==> config.mk <==
export PLATFORM = sky130hd
export DESIGN_NAME = asram_ctrl
export DESIGN_NICKNAME = d
export VERILOG_FILES = /design/src/rtl/asram_pkg.sv /design/src/rtl/asram_phase_timer.sv /design/src/rtl/asram_byte_lane.sv /design/src/rtl/asram_ctrl.sv
export SDC_FILE = /design/constraint.sdc
export NUM_CORES = 1
export LEC_CHECK = 0
export BUFFER_PORTS_ARGS = -buffer_cell sky130_fd_sc_hd__buf_2
export CORE_AREA = 2 2 83 85
export DETAILED_ROUTE_END_ITERATION = 8
export DIE_AREA = 0 0 85 87
export HOLD_SLACK_MARGIN = 0.06
export PLACE_DENSITY = 0.62
export SETUP_SLACK_MARGIN = 0.5
export SLEW_MARGIN = 20
export SYNTH_ARGS = -nofsm -noshare
export SYNTH_HDL_FRONTEND = slang
export SYNTH_SLANG_ARGS = --single-unit
==> constraint.sdc <==
create_clock -name clk -period 2.2 [get_ports clk]
set_input_delay 0 -clock clk [delete_from_list [all_inputs] [get_ports clk]]
set_output_delay 0 -clock clk [all_outputs]
set_load 0.005 [all_outputs]
==> src/rtl/asram_pkg.sv <==
package asram_pkg;

   typedef enum logic [2:0] {
      ST_IDLE,
      ST_TURN,
      ST_WSET,
      ST_WPUL,
      ST_WREC,
      ST_RACC
   } asram_state_e;

   function automatic int unsigned cdiv(input int unsigned num, input int unsigned den);
      return (num + den - 1) / den;
   endfunction

   function automatic int unsigned umax(input int unsigned a, input int unsigned b);
      return (a > b) ? a : b;
   endfunction

endpackage

==> src/rtl/asram_phase_timer.sv <==
module asram_phase_timer #(
   parameter int unsigned CW = 3
) (
   input  logic          clk,
   input  logic          rst_n,
   input  logic          load,
   input  logic [CW-1:0] load_val,
   output logic          expired
);

   logic [CW-1:0] remain;

   always_ff @(posedge clk or negedge rst_n) begin
      if (!rst_n)
         remain <= '0;
      else if (load)
         remain <= load_val;
      else if (remain != '0)
         remain <= remain - 1'b1;
   end

   assign expired = (remain == '0);

endmodule

==> src/rtl/asram_byte_lane.sv <==
module asram_byte_lane #(
   parameter int unsigned LW = 8
) (
   input  logic          clk,
   input  logic          rst_n,
   input  logic          wr_load,
   input  logic [LW-1:0] wr_in,
   output logic [LW-1:0] wr_out,
   input  logic          rd_cap,
   input  logic          rd_on,
   input  logic [LW-1:0] rd_in,
   output logic [LW-1:0] rd_out
);

   always_ff @(posedge clk or negedge rst_n) begin
      if (!rst_n)
         wr_out <= '0;
      else if (wr_load)
         wr_out <= wr_in;
   end

   always_ff @(posedge clk or negedge rst_n) begin
      if (!rst_n)
         rd_out <= '0;
      else if (rd_cap)
         rd_out <= rd_on ? rd_in : '0;
   end

endmodule

==> src/rtl/asram_ctrl.sv <==
module asram_ctrl
   import asram_pkg::*;
#(
   parameter int unsigned ADDR_W        = 17,
   parameter int unsigned LANES         = 2,
   parameter int unsigned LANE_W        = 8,
   parameter int unsigned CLK_PERIOD_NS = 20,
   parameter int unsigned T_AA_NS       = 55,
   parameter int unsigned T_RC_NS       = 55,
   parameter int unsigned T_DOE_NS      = 25,
   parameter int unsigned T_PWE_NS      = 40,
   parameter int unsigned T_WC_NS       = 55,
   parameter int unsigned T_AW_NS       = 45,
   parameter int unsigned T_SD_NS       = 25,
   parameter int unsigned T_BW_NS       = 50,
   parameter int unsigned T_HZOE_NS     = 25
) (
   input  logic                      clk,
   input  logic                      rst_n,
   input  logic                      req_valid,
   output logic                      req_ready,
   input  logic                      req_write,
   input  logic [ADDR_W-1:0]         req_addr,
   input  logic [LANES*LANE_W-1:0]   req_wdata,
   input  logic [LANES-1:0]          req_bmask,
   output logic                      rsp_valid,
   output logic [LANES*LANE_W-1:0]   rsp_rdata,
   output logic [ADDR_W-1:0]         mem_addr,
   output logic                      mem_ce_n,
   output logic                      mem_we_n,
   output logic                      mem_oe_n,
   output logic [LANES-1:0]          mem_be_n,
   output logic [LANES*LANE_W-1:0]   mem_dq_out,
   output logic                      mem_dq_oe,
   input  logic [LANES*LANE_W-1:0]   mem_dq_in
);

   // ---- cycle counts derived from nanosecond windows ----
   localparam int unsigned CYC_AA   = cdiv(T_AA_NS,   CLK_PERIOD_NS);
   localparam int unsigned CYC_RC   = cdiv(T_RC_NS,   CLK_PERIOD_NS);
   localparam int unsigned CYC_DOE  = cdiv(T_DOE_NS,  CLK_PERIOD_NS);
   localparam int unsigned CYC_PWE  = cdiv(T_PWE_NS,  CLK_PERIOD_NS);
   localparam int unsigned CYC_WC   = cdiv(T_WC_NS,   CLK_PERIOD_NS);
   localparam int unsigned CYC_AW   = cdiv(T_AW_NS,   CLK_PERIOD_NS);
   localparam int unsigned CYC_SD   = cdiv(T_SD_NS,   CLK_PERIOD_NS);
   localparam int unsigned CYC_BW   = cdiv(T_BW_NS,   CLK_PERIOD_NS);
   localparam int unsigned CYC_HZOE = cdiv(T_HZOE_NS, CLK_PERIOD_NS);

   localparam int unsigned RD_CYC   = umax(1, umax(umax(CYC_AA, CYC_DOE), CYC_RC));
   localparam int unsigned WPUL_CYC = umax(1, umax(CYC_PWE, CYC_SD));
   localparam int unsigned W_NEED   = umax(CYC_AW, CYC_BW);
   localparam int unsigned WSET_CYC = (W_NEED > WPUL_CYC) ? (W_NEED - WPUL_CYC) : 1;
   localparam int unsigned WREC_CYC = (CYC_WC > WSET_CYC + WPUL_CYC + 1) ?
                                      (CYC_WC - WSET_CYC - WPUL_CYC) : 1;
   localparam int unsigned TURN_CYC = umax(1, CYC_HZOE);
   localparam int unsigned MAX_CYC  = umax(umax(RD_CYC, WPUL_CYC),
                                           umax(umax(WSET_CYC, WREC_CYC), TURN_CYC));
   localparam int unsigned CW       = (MAX_CYC > 1) ? $clog2(MAX_CYC) : 1;
   localparam int unsigned DATA_W   = LANES * LANE_W;

   // ---- elaboration-time parameter checks ----
   if (CLK_PERIOD_NS == 0) begin : g_bad_period
      $error("clock period must be non-zero");
   end
   if (LANES < 1 || LANE_W < 1) begin : g_bad_lanes
      $error("at least one lane of at least one bit is required");
   end
   if (ADDR_W < 1) begin : g_bad_addr
      $error("address width must be non-zero");
   end

   // ---- sequencer ----
   asram_state_e state, state_nx;
   logic          tm_load;
   logic [CW-1:0] tm_val;
   logic          tm_done;
   logic          accept;
   logic          capture;
   logic          last_was_read;
   logic [ADDR_W-1:0] addr_q;
   logic [LANES-1:0]  mask_q;

   assign req_ready = (state == ST_IDLE);
   assign accept    = req_valid && req_ready;
   assign capture   = (state == ST_RACC) && tm_done;

   asram_phase_timer #(.CW(CW)) u_timer (
      .clk      (clk),
      .rst_n    (rst_n),
      .load     (tm_load),
      .load_val (tm_val),
      .expired  (tm_done)
   );

   always_comb begin
      state_nx = state;
      tm_load  = 1'b0;
      tm_val   = '0;
      unique case (state)
         ST_IDLE: begin
            if (req_valid) begin
               tm_load = 1'b1;
               if (!req_write) begin
                  state_nx = ST_RACC;
                  tm_val   = CW'(RD_CYC - 1);
               end else if (last_was_read) begin
                  state_nx = ST_TURN;
                  tm_val   = CW'(TURN_CYC - 1);
               end else begin
                  state_nx = ST_WSET;
                  tm_val   = CW'(WSET_CYC - 1);
               end
            end
         end
         ST_TURN: if (tm_done) begin
            state_nx = ST_WSET;
            tm_load  = 1'b1;
            tm_val   = CW'(WSET_CYC - 1);
         end
         ST_WSET: if (tm_done) begin
            state_nx = ST_WPUL;
            tm_load  = 1'b1;
            tm_val   = CW'(WPUL_CYC - 1);
         end
         ST_WPUL: if (tm_done) begin
            state_nx = ST_WREC;
            tm_load  = 1'b1;
            tm_val   = CW'(WREC_CYC - 1);
         end
         ST_WREC: if (tm_done) state_nx = ST_IDLE;
         ST_RACC: if (tm_done) state_nx = ST_IDLE;
         default: state_nx = ST_IDLE;
      endcase
   end

   always_ff @(posedge clk or negedge rst_n) begin
      if (!rst_n) begin
         state         <= ST_IDLE;
         last_was_read <= 1'b0;
         addr_q        <= '0;
         mask_q        <= '0;
         rsp_valid     <= 1'b0;
      end else begin
         state     <= state_nx;
         rsp_valid <= capture;
         if (accept) begin
            last_was_read <= !req_write;
            addr_q        <= req_addr;
            mask_q        <= req_bmask;
         end
      end
   end

   // ---- strobe decode ----
   logic sel_active;
   assign sel_active = (state == ST_WSET) || (state == ST_WPUL) || (state == ST_RACC);
   assign mem_addr   = addr_q;
   assign mem_ce_n   = !sel_active;
   assign mem_we_n   = (state != ST_WPUL);
   assign mem_oe_n   = (state != ST_RACC);
   assign mem_dq_oe  = (state == ST_WSET) || (state == ST_WPUL);

   // ---- byte lanes ----
   for (genvar l = 0; l < LANES; l++) begin : g_lane
      assign mem_be_n[l] = !(sel_active && mask_q[l]);
      asram_byte_lane #(.LW(LANE_W)) u_lane (
         .clk     (clk),
         .rst_n   (rst_n),
         .wr_load (accept),
         .wr_in   (req_wdata[l*LANE_W +: LANE_W]),
         .wr_out  (mem_dq_out[l*LANE_W +: LANE_W]),
         .rd_cap  (capture),
         .rd_on   (mask_q[l]),
         .rd_in   (mem_dq_in[l*LANE_W +: LANE_W]),
         .rd_out  (rsp_rdata[l*LANE_W +: LANE_W])
      );
   end

   // ---- run-length observers for the timing properties ----
   localparam int unsigned RUNW = $clog2(MAX_CYC * 4 + 2) + 1;
   localparam logic [RUNW-1:0] RUN_SAT = '1;
   logic [RUNW-1:0] we_run, ce_run, be_run, oe_hi_run;

   always_ff @(posedge clk or negedge rst_n) begin
      if (!rst_n) begin
         we_run    <= '0;
         ce_run    <= '0;
         be_run    <= '0;
         oe_hi_run <= RUN_SAT;
      end else begin
         we_run    <= mem_we_n ? '0 : ((we_run == RUN_SAT) ? we_run : we_run + 1'b1);
         ce_run    <= mem_ce_n ? '0 : ((ce_run == RUN_SAT) ? ce_run : ce_run + 1'b1);
         be_run    <= (&mem_be_n) ? '0 : ((be_run == RUN_SAT) ? be_run : be_run + 1'b1);
         oe_hi_run <= !mem_oe_n ? '0 : ((oe_hi_run == RUN_SAT) ? oe_hi_run : oe_hi_run + 1'b1);
      end
   end

   assert_idle_quiet_R1: assert property (@(posedge clk) disable iff (!rst_n)
      req_ready |-> (mem_ce_n && mem_we_n && mem_oe_n && (&mem_be_n) && !mem_dq_oe));

   assert_strobe_drive_R3: assert property (@(posedge clk) disable iff (!rst_n)
      !mem_we_n |-> (!mem_ce_n && mem_dq_oe));

   assert_we_pulse_R3: assert property (@(posedge clk) disable iff (!rst_n)
      $rose(mem_we_n) |-> (we_run >= RUNW'(CYC_PWE)));

   assert_addr_setup_R3: assert property (@(posedge clk) disable iff (!rst_n)
      $rose(mem_we_n) |-> (ce_run >= RUNW'(CYC_AW)));

   assert_lane_setup_R4: assert property (@(posedge clk) disable iff (!rst_n)
      ($rose(mem_we_n) && $past(~&mem_be_n)) |-> (be_run >= RUNW'(CYC_BW)));

   assert_no_contention_R5: assert property (@(posedge clk) disable iff (!rst_n)
      mem_dq_oe |-> mem_oe_n);

   assert_rsp_pulse_R6: assert property (@(posedge clk) disable iff (!rst_n)
      rsp_valid |=> !rsp_valid);

   assert_turnaround_R8: assert property (@(posedge clk) disable iff (!rst_n)
      $rose(mem_dq_oe) |-> (oe_hi_run >= RUNW'(TURN_CYC)));

   assert_we_gap_R9: assert property (@(posedge clk) disable iff (!rst_n)
      $rose(mem_we_n) |=> mem_we_n);

endmodule

======== After elaboration in Yosys (flattened, before gate mapping) ========
Cells that the tools add are included.
storage, ports and cells
  input port bits ......................... 55
  flip-flop bits (word level) ............. 58
  logic and storage cells ................. 60
  output and inout port bits .............. 57
cells by class
  add/subtract/negate cells ............... 1
  equality and inequality tests ........... 12
  multiplexer cells ....................... 20
  reductions and logical operators ........ 17
operators with widths
  cell                                               count
  two-way mux 3 bit                                  6
  two-way mux 8 bit                                  2
  one-hot mux 3 bit (5 select lines)                 1
  two-way mux 2 bit                                  5
  != test 2 bit (second input constant)              4
  == test 3 x 2 -> 1 bit (second input constant)     2
  == test 3 bit (second input constant)              2
  AND reduction 5 bit                                1
  logical AND 1 bit                                  4
  logical NOT 1 bit                                  4
  two-way mux 1 bit                                  4
  one-hot mux 2 bit (2 select lines)                 1
  nonzero test 2 bit                                 2
  == test 3 x 1 -> 1 bit (second input constant)     1
  logical NOT 3 bit                                  1
  != test 3 x 2 -> 1 bit (second input constant)     1
  != test 3 bit (second input constant)              1
  OR reduction 3 bit                                 1
  logical NOT 2 bit                                  1
  logical OR 1 bit                                   2
  != test 2 x 1 -> 1 bit (second input constant)     1
  one-hot mux 1 bit (2 select lines)                 1
  OR reduction 2 bit                                 1
  subtractor 2 x 1 -> 2 bit (second input constant)  1

======== Depth between registers and ports, before layout ========
Gate-level depths: netlist of the first run.
  depth in word-level cells ............... 5
  mapped depth ............................ 7
  mapped depth without buffers ............ 5

======== By module ========
Synthesis of the first run repeated with hierarchy kept, for this count alone.
second synthesis, totals
  cells, all modules ...................... 196
  area total of the unflattened synthesis .. 2427.3 um2
modules (own cells, without submodules)
  module             area an instance (um2)  cells an instance  instances
  asram_byte_lane    628.1                   51                 2
  asram_ctrl         1057.3                  82                 1
  asram_phase_timer  113.9                   12                 1

======== Worst setup path before layout of the first run ========
No wires, ideal clock.
  path type ............................... register to register
  from .................................... register state[1]
  to ...................................... register g_lane[0].u_lane.wr_out[7]
  stages on the path, launching flop included .. 6
  period minus slack after synthesis ...... 1.547 ns
  setup slack ............................. 0.653 ns
  data arrival time ....................... 1.419 ns
  library setup time ...................... 0.127 ns
  data required time ...................... 2.073 ns
  path buffers ............................ 3
  cell sequence ........................... dfrtp_1 > buf_6 > nor4b_4 > buf_4 > buf_6 > mux2_1
on the way
  word-level cells in the longest chain between the ends .. 2
RTL lines
  item                    line                   source
  start, declared         asram_ctrl.sv:73       asram_state_e state, state_nx;
  start signal, assigned  asram_ctrl.sv:144      state <= state_nx;
  logical NOT 3 bit       asram_ctrl.sv:83       assign req_ready = (state == ST_IDLE);
  logical AND 1 bit       asram_ctrl.sv:84       assign accept = req_valid && req_ready;
  end signal, assigned    asram_byte_lane.sv:19  wr_out <= wr_in;
  end, declared           asram_byte_lane.sv:8   output logic [LW-1:0] wr_out,
No other way between the ends.
A chain may end at the register's enable or synchronous reset.

======== Final worst setup path of the first run ========
  from .................................... register state[0]
  to ...................................... register g_lane[0].u_lane.wr_out[5]
The elaborated chain is that of the path after synthesis.

==> out/qor.yml, run 1 <==
clock-sinks: 58
drcViolationCount: 0
drtAntennaViolNets: 0
drtPass1Iterations: 4
avgSynthCellArea_sq_um: 12.2
gp_congestion: 0.807
synth.largest_area_cell: "dfrtp_1"
tightestPinTransition_ns: 0.633
status: "finished, final reports clean"
root_buffer: "clkbuf_8"
synth.area.top_cells: "dfrtp_1, mux2_2, nand2_1"
overflow: 0
worstSkewPairLatency_ns: 0.33
nets: 418
antenna_found_initial: 0
rsz0062_at_grt: "false"
hpwlAfterDp_mm: 3.57
r2r_setup_slack_ns: 0.60
synth.mux.area_fraction_pct: 17.4
critical_path_arrival_ns: 1.81
worstReg2RegEnd: "g_lane[0].u_lane.wr_out[5]"
drtIter0Drc: 55
endpoint_kind: "flip-flop"
path_buf_inv: 1
fin_tns_setup_ns: 0
yosysSeqAreaShare_pct: 60.8
synth_fa_ha_area_share_pct: 0.524
cts_tree: "built"
place_area_sq_mm: 0.00302
core_area_sq_mm: 0.00657
max_cap_viol_count: 0
cp_max_fo: 39
grt_max_degree: 40
setup_viol: 0
finalInstanceArea_sq_mm: 0.00377
cts_buffer_depth: 2
grtUsageTotal_pct: 15.6
ios: 112
finalClockSkew_ns: 0.00558
die_w_microns: 85
netlist_area_sq_mm: 0.00239
fp.dieArea_sq_mm: 0.00740
final_cells: 446
cts_buffers: 9
htreeDepth: 3
rr_startpoint: "state[0]"
final_layout_size_suffix_gt1_share_pct: 43.2
worst_path_largest_cell_delay_ns: 0.50
leakage_nw: 1.83
synth_compound_area_share_pct: 6.40
antenna_cells: 0
fmax_mhz: 623
hold_violations: 0
cp-start-kind: "flip-flop"
rows: 30
post-route-period-util_pct: 72.9
ys_warn_count: 0
ys_types: 32
grt_pass1_wl_mm: 9.05
final-max-slew-violation-count: 0
area_growth_pct: 57.9
crit_path_top_delay_cell: "dfrtp_2"
cp_top_family: "flip-flops"
clk_pin_slew_ns: 0.06
io_buffers: 111
synth-xor-area-share_pct: 0.367
min_period_ns: 1.60
hold_ws_ns: 0.226
syn_inst: 196
grt_pass1_vias: 2037
mostFrequentLayoutCell: "buf_2"
ys_ff_latch: 58
die_y_microns: 87
relSlewSlack_pct: 57.8
finalWirelength_mm: 5.59
synth_top_family_by_area: "multiplexers"
critPathKind: "reg -> reg"
crit_required_ns: 2.41
vias: 2012
r2r_cells: 3
p_per_area_mw_per_mm2: 1230
viasPerCell: 4.51
final_cell_mix: "buf_2, dfrtp_1, dlygate4sd3_1, nand2_1, mux2_2"
ir_worst_vdd_mv: 0.682
initial_core_util_pct: 36.3
path_cells: "nor4b_4, buf_12, mux2_2"
avgRoutedWirePerCell_microns: 12.5
hold_class: "in -> async"
synth_nets: 252
placed_cells: 377
synth_simple_gate_area_share_pct: 10.3
yosysTopAreaCellShare_pct: 60.8
-- logic make-up (layout without fill, tap and decap cells) --
kind of cell,count (synthesis),count (layout)
XOR/XNOR,1,1
flip-flops,58,58
adder cells (fa/ha/maj),1,1
AO/OA/AOI/OAI,26,26
multiplexers,37,37
AND/OR/NAND/NOR,52,52
buffers and inverters,21,191
-- state kept, by name (all words and copies together) (netlist names) --
register and cells:
g_lane.u_lane.wr_out 16, mask_q 2, u_timer.remain 2, g_lane.u_lane.rd_out 16, last_was_read 1, mem_addr 17, state 3, rsp_valid 1
-- power by group --
part           internal (mW)  leakage (nW)  switching, mW  total (mW)
sequential              1.60         0.671          0.374        1.98
combinational          0.972          1.06          0.705        1.68
clock                  0.608         0.106          0.389       0.997
total                   3.18          1.83           1.47        4.65
-- layer usage --
| layer | track usage, % | routed length (microns) | up-vias |
|---|---|---|---|
| met3 | 6.73 | 414 | 5 |
| met1 | 16.8 | 2330 | 944 |
| li1 | - | - | 991 |
| met5 | 0 | 0 | - |
| met2 | 28.1 | 2820 | 72 |
| met4 | 4.33 | 34 | 0 |
-- cells in the mapped netlist --
| cell type | number |
|---|---|
| mux2_1 | 10 |
| o31a_1 | 1 |
| nand3b_1 | 1 |
| nor3_1 | 1 |
| a22oi_1 | 1 |
| a21oi_1 | 3 |
| buf_4 | 1 |
| nand2_1 | 38 |
| nand4b_1 | 1 |
| nor4b_4 | 1 |
| nor2b_1 | 2 |
| nand3_1 | 1 |
| ha_1 | 1 |
| o32ai_1 | 1 |
| o21ai_0 | 16 |
| mux2_2 | 25 |
| buf_1 | 2 |
| buf_2 | 3 |
| o311ai_0 | 1 |
| mux2i_1 | 2 |
| nor4b_1 | 1 |
| a221oi_1 | 1 |
| buf_6 | 2 |
| xnor2_1 | 1 |
| nand2b_1 | 1 |
| nor2_1 | 4 |
| nor4bb_1 | 1 |
| dfrtp_1 | 58 |
| clkbuf_1 | 5 |
| o31ai_1 | 1 |
| inv_1 | 8 |
| o211ai_1 | 1 |
-- how the worst max path moves through the flow --
| stage | start | endpoint | cells past startpoint |
|---|---|---|---|
| after floorplan | state[1] | g_lane[0].u_lane.wr_out[7] | 5 |
| after global placement | state[0] | mem_addr[14] | 3 |
| after detailed placement | state[0] | g_lane[0].u_lane.wr_out[5] | 3 |
| after CTS | state[0] | g_lane[0].u_lane.wr_out[5] | 3 |
| after global routing | state[0] | mem_addr[9] | 3 |
| final | state[0] | g_lane[0].u_lane.wr_out[5] | 3 |
-- metrics by stage --
stage	total power [mW]	setup slack (ns)	utilization, %
floorplan	2.87	0.653	-
global placement	3.54	0.574	45.9
detailed placement	3.61	0.519	45.9
CTS	4.71	0.526	57.3
global route	5.03	0.526	57.4
finish	4.65	0.596	57.4
-- timing repair --
item / CTS / global route
hold endpoints to repair: 80 / 0
buffers inserted: 0 / 0
gates resized for setup: 0 / 4
hold buffers: 54 / 0
setup endpoints to repair: 0 / 39
-- cell type report --
type,count,area [sq um]
tap,80,100
sequential,58,1460
fill,565,2800
inverter,8,30.0
clock buffer,13,169
timing repair buffer,168,1140
clock inverter,2,35.0
multi-input combinational,117,836
(Power assumes the default switching activity.)
==> inputs of run 2 (changes only) <==
clock period = 1.7 ns   (was 2.2 ns; I/O delays follow)
==> run 2 against run 1 <==
First-iteration DRC count decreased by 9.1%. Global-route usage increased by 2.5 points. Sequential share of layout area decreased by 6.0 points. Cell count increased by 5.4%. Hold slack got worse by 0.10 ns. Setup slack got worse by 0.39 ns. Combinational power increased by 100%. Largest power group is now combinational cells. Register-to-register slack got worse by 0.39 ns.
==> out/qor.yml, run 2 (synthesis gave the netlist of run 1 again) <==
area_growth_pct: 86.7
overflow: 0
tightestPinTransition_ns: 0.512
fmax_mhz: 671
drtPass1Iterations: 4
die_y_microns: 87
largest_reg_flops: 17
avgRoutedWirePerCell_microns: 15.2
path_cells: "nor4b_4, buf_6, clkbuf_16, mux2_4"
die_w_microns: 85
status: "finished, final reports clean"
rsz0062_at_grt: "true"
ir_worst_vdd_mv: 1.08
mostFrequentLayoutCell: "buf_2"
cts_buffers: 9
crit_required_ns: 1.91
finalClockSkew_ns: 0.00773
grtUsageTotal_pct: 18.1
cts_buffer_depth: 2
max_cap_viol_count: 0
fp.dieArea_sq_mm: 0.00740
core_area_sq_mm: 0.00657
p_per_area_mw_per_mm2: 1690
final-max-slew-violation-count: 0
worst_path_largest_cell_delay_ns: 0.42
hold_ws_ns: 0.124
initial_core_util_pct: 36.3
cp_max_fo: 8
crit_path_top_delay_cell: "dfrtp_1"
hold_class: "in -> reg"
drtAntennaViolNets: 0
viasPerCell: 4.69
hpwlAfterDp_mm: 3.47
htreeDepth: 3
worstSkewPairLatency_ns: 0.33
min_period_ns: 1.49
clk_pin_slew_ns: 0.06
grt_pass1_wl_mm: 10.5
cp-start-kind: "flip-flop"
drtIter0Drc: 50
nets: 441
antenna_cells: 0
drcViolationCount: 0
io_buffers: 111
critPathKind: "reg -> reg"
rows: 30
critical_path_arrival_ns: 1.70
root_buffer: "clkbuf_8"
hold_violations: 0
ios: 112
endpoint_kind: "flip-flop"
grt_max_degree: 40
fill_cells: 454
grt_pass1_vias: 2187
finalWirelength_mm: 7.14
setup_viol: 0
relSlewSlack_pct: 65.9
fin_tns_setup_ns: 0
leakage_nw: 2.13
clock-sinks: 58
cts_tree: "built"
antenna_found_initial: 0
vias: 2205
gp_congestion: 0.781
final_cell_mix: "buf_2, dfrtp_1, dlygate4sd3_1, nand2_1, mux2_2"
post-route-period-util_pct: 87.7
final_layout_size_suffix_gt1_share_pct: 58.5
==> run 2: worst paths after layout <==
kind,start,end,slack (ns),cells past startpoint
max,state[2],g_lane[1].u_lane.wr_out[7],0.21,4
min,req_valid,state[0],0.12,4
max reg2reg,state[2],g_lane[1].u_lane.wr_out[7],0.21,4
min reg2reg,mem_addr[7],mem_addr[7],0.48,1
max in group asynchronous,rst_n,mem_addr[14],0.87,3
min in group asynchronous,rst_n,mem_addr[8],0.18,2
==> run 2: repair_timing <==
action	CTS	global route
hold buffers	54	0
endpoints found under the hold margin	74	0
resized for setup	47	50
gates cloned	4	4
pin swaps	4	7
setup endpoints to repair	63	65
buffers inserted	8	3
==> run 2: where the power goes <==
part           internal, mW  leakage [nW]  switching [mW]  total, mW
combinational          2.01          1.33            1.35       3.36
sequential             2.07         0.675           0.542       2.61
clock                 0.973         0.120           0.565       1.54
total                  5.06          2.13            2.46       7.51
==> run 2: routing by layer <==
layer	share of wire, %	global-route usage, %
met1	41	21.1
met2	52	31.7
met3	5.7	5.97
met4	1.1	5.48
met5	0	0
==> run 2: per-stage QoR <==
step                cell area (sq um)  utilization [%]  setup slack [ns]  total power [mW]  std cells
finish                           4460             67.8             0.209              7.51        470
global route                     4460             67.8             0.184              8.00        470
CTS                              4160             63.3             0.197              6.84        463
detailed placement               3050             46.4             0.195              4.77        381
global placement                 3050             46.4             0.204              4.71        381
floorplan                        2430                -             0.216              3.83        196
==> run 2: layout make-up <==
| cell class | count | area (sq um) | share of cell area, % |
|---|---|---|---|
| repair buffers | 191 | 1500 | 33.6 |
| well taps | 80 | 100 | 2.25 |
| clock inverters | 7 | 116 | 2.61 |
| multi-input cells | 117 | 1140 | 25.6 |
| flip-flops and latches | 58 | 1450 | 32.6 |
| clock buffers | 9 | 124 | 2.78 |
| inverters | 8 | 30.0 | 0.674 |
==> run 2: critical path: cells and delay by family (launching register included) <==
family | cells | cell delay [ns]
flip-flops | 1 | 0.42
buffers and inverters | 2 | 0.37
multiplexers | 1 | 0.30
AND/OR/NAND/NOR | 1 | 0.29
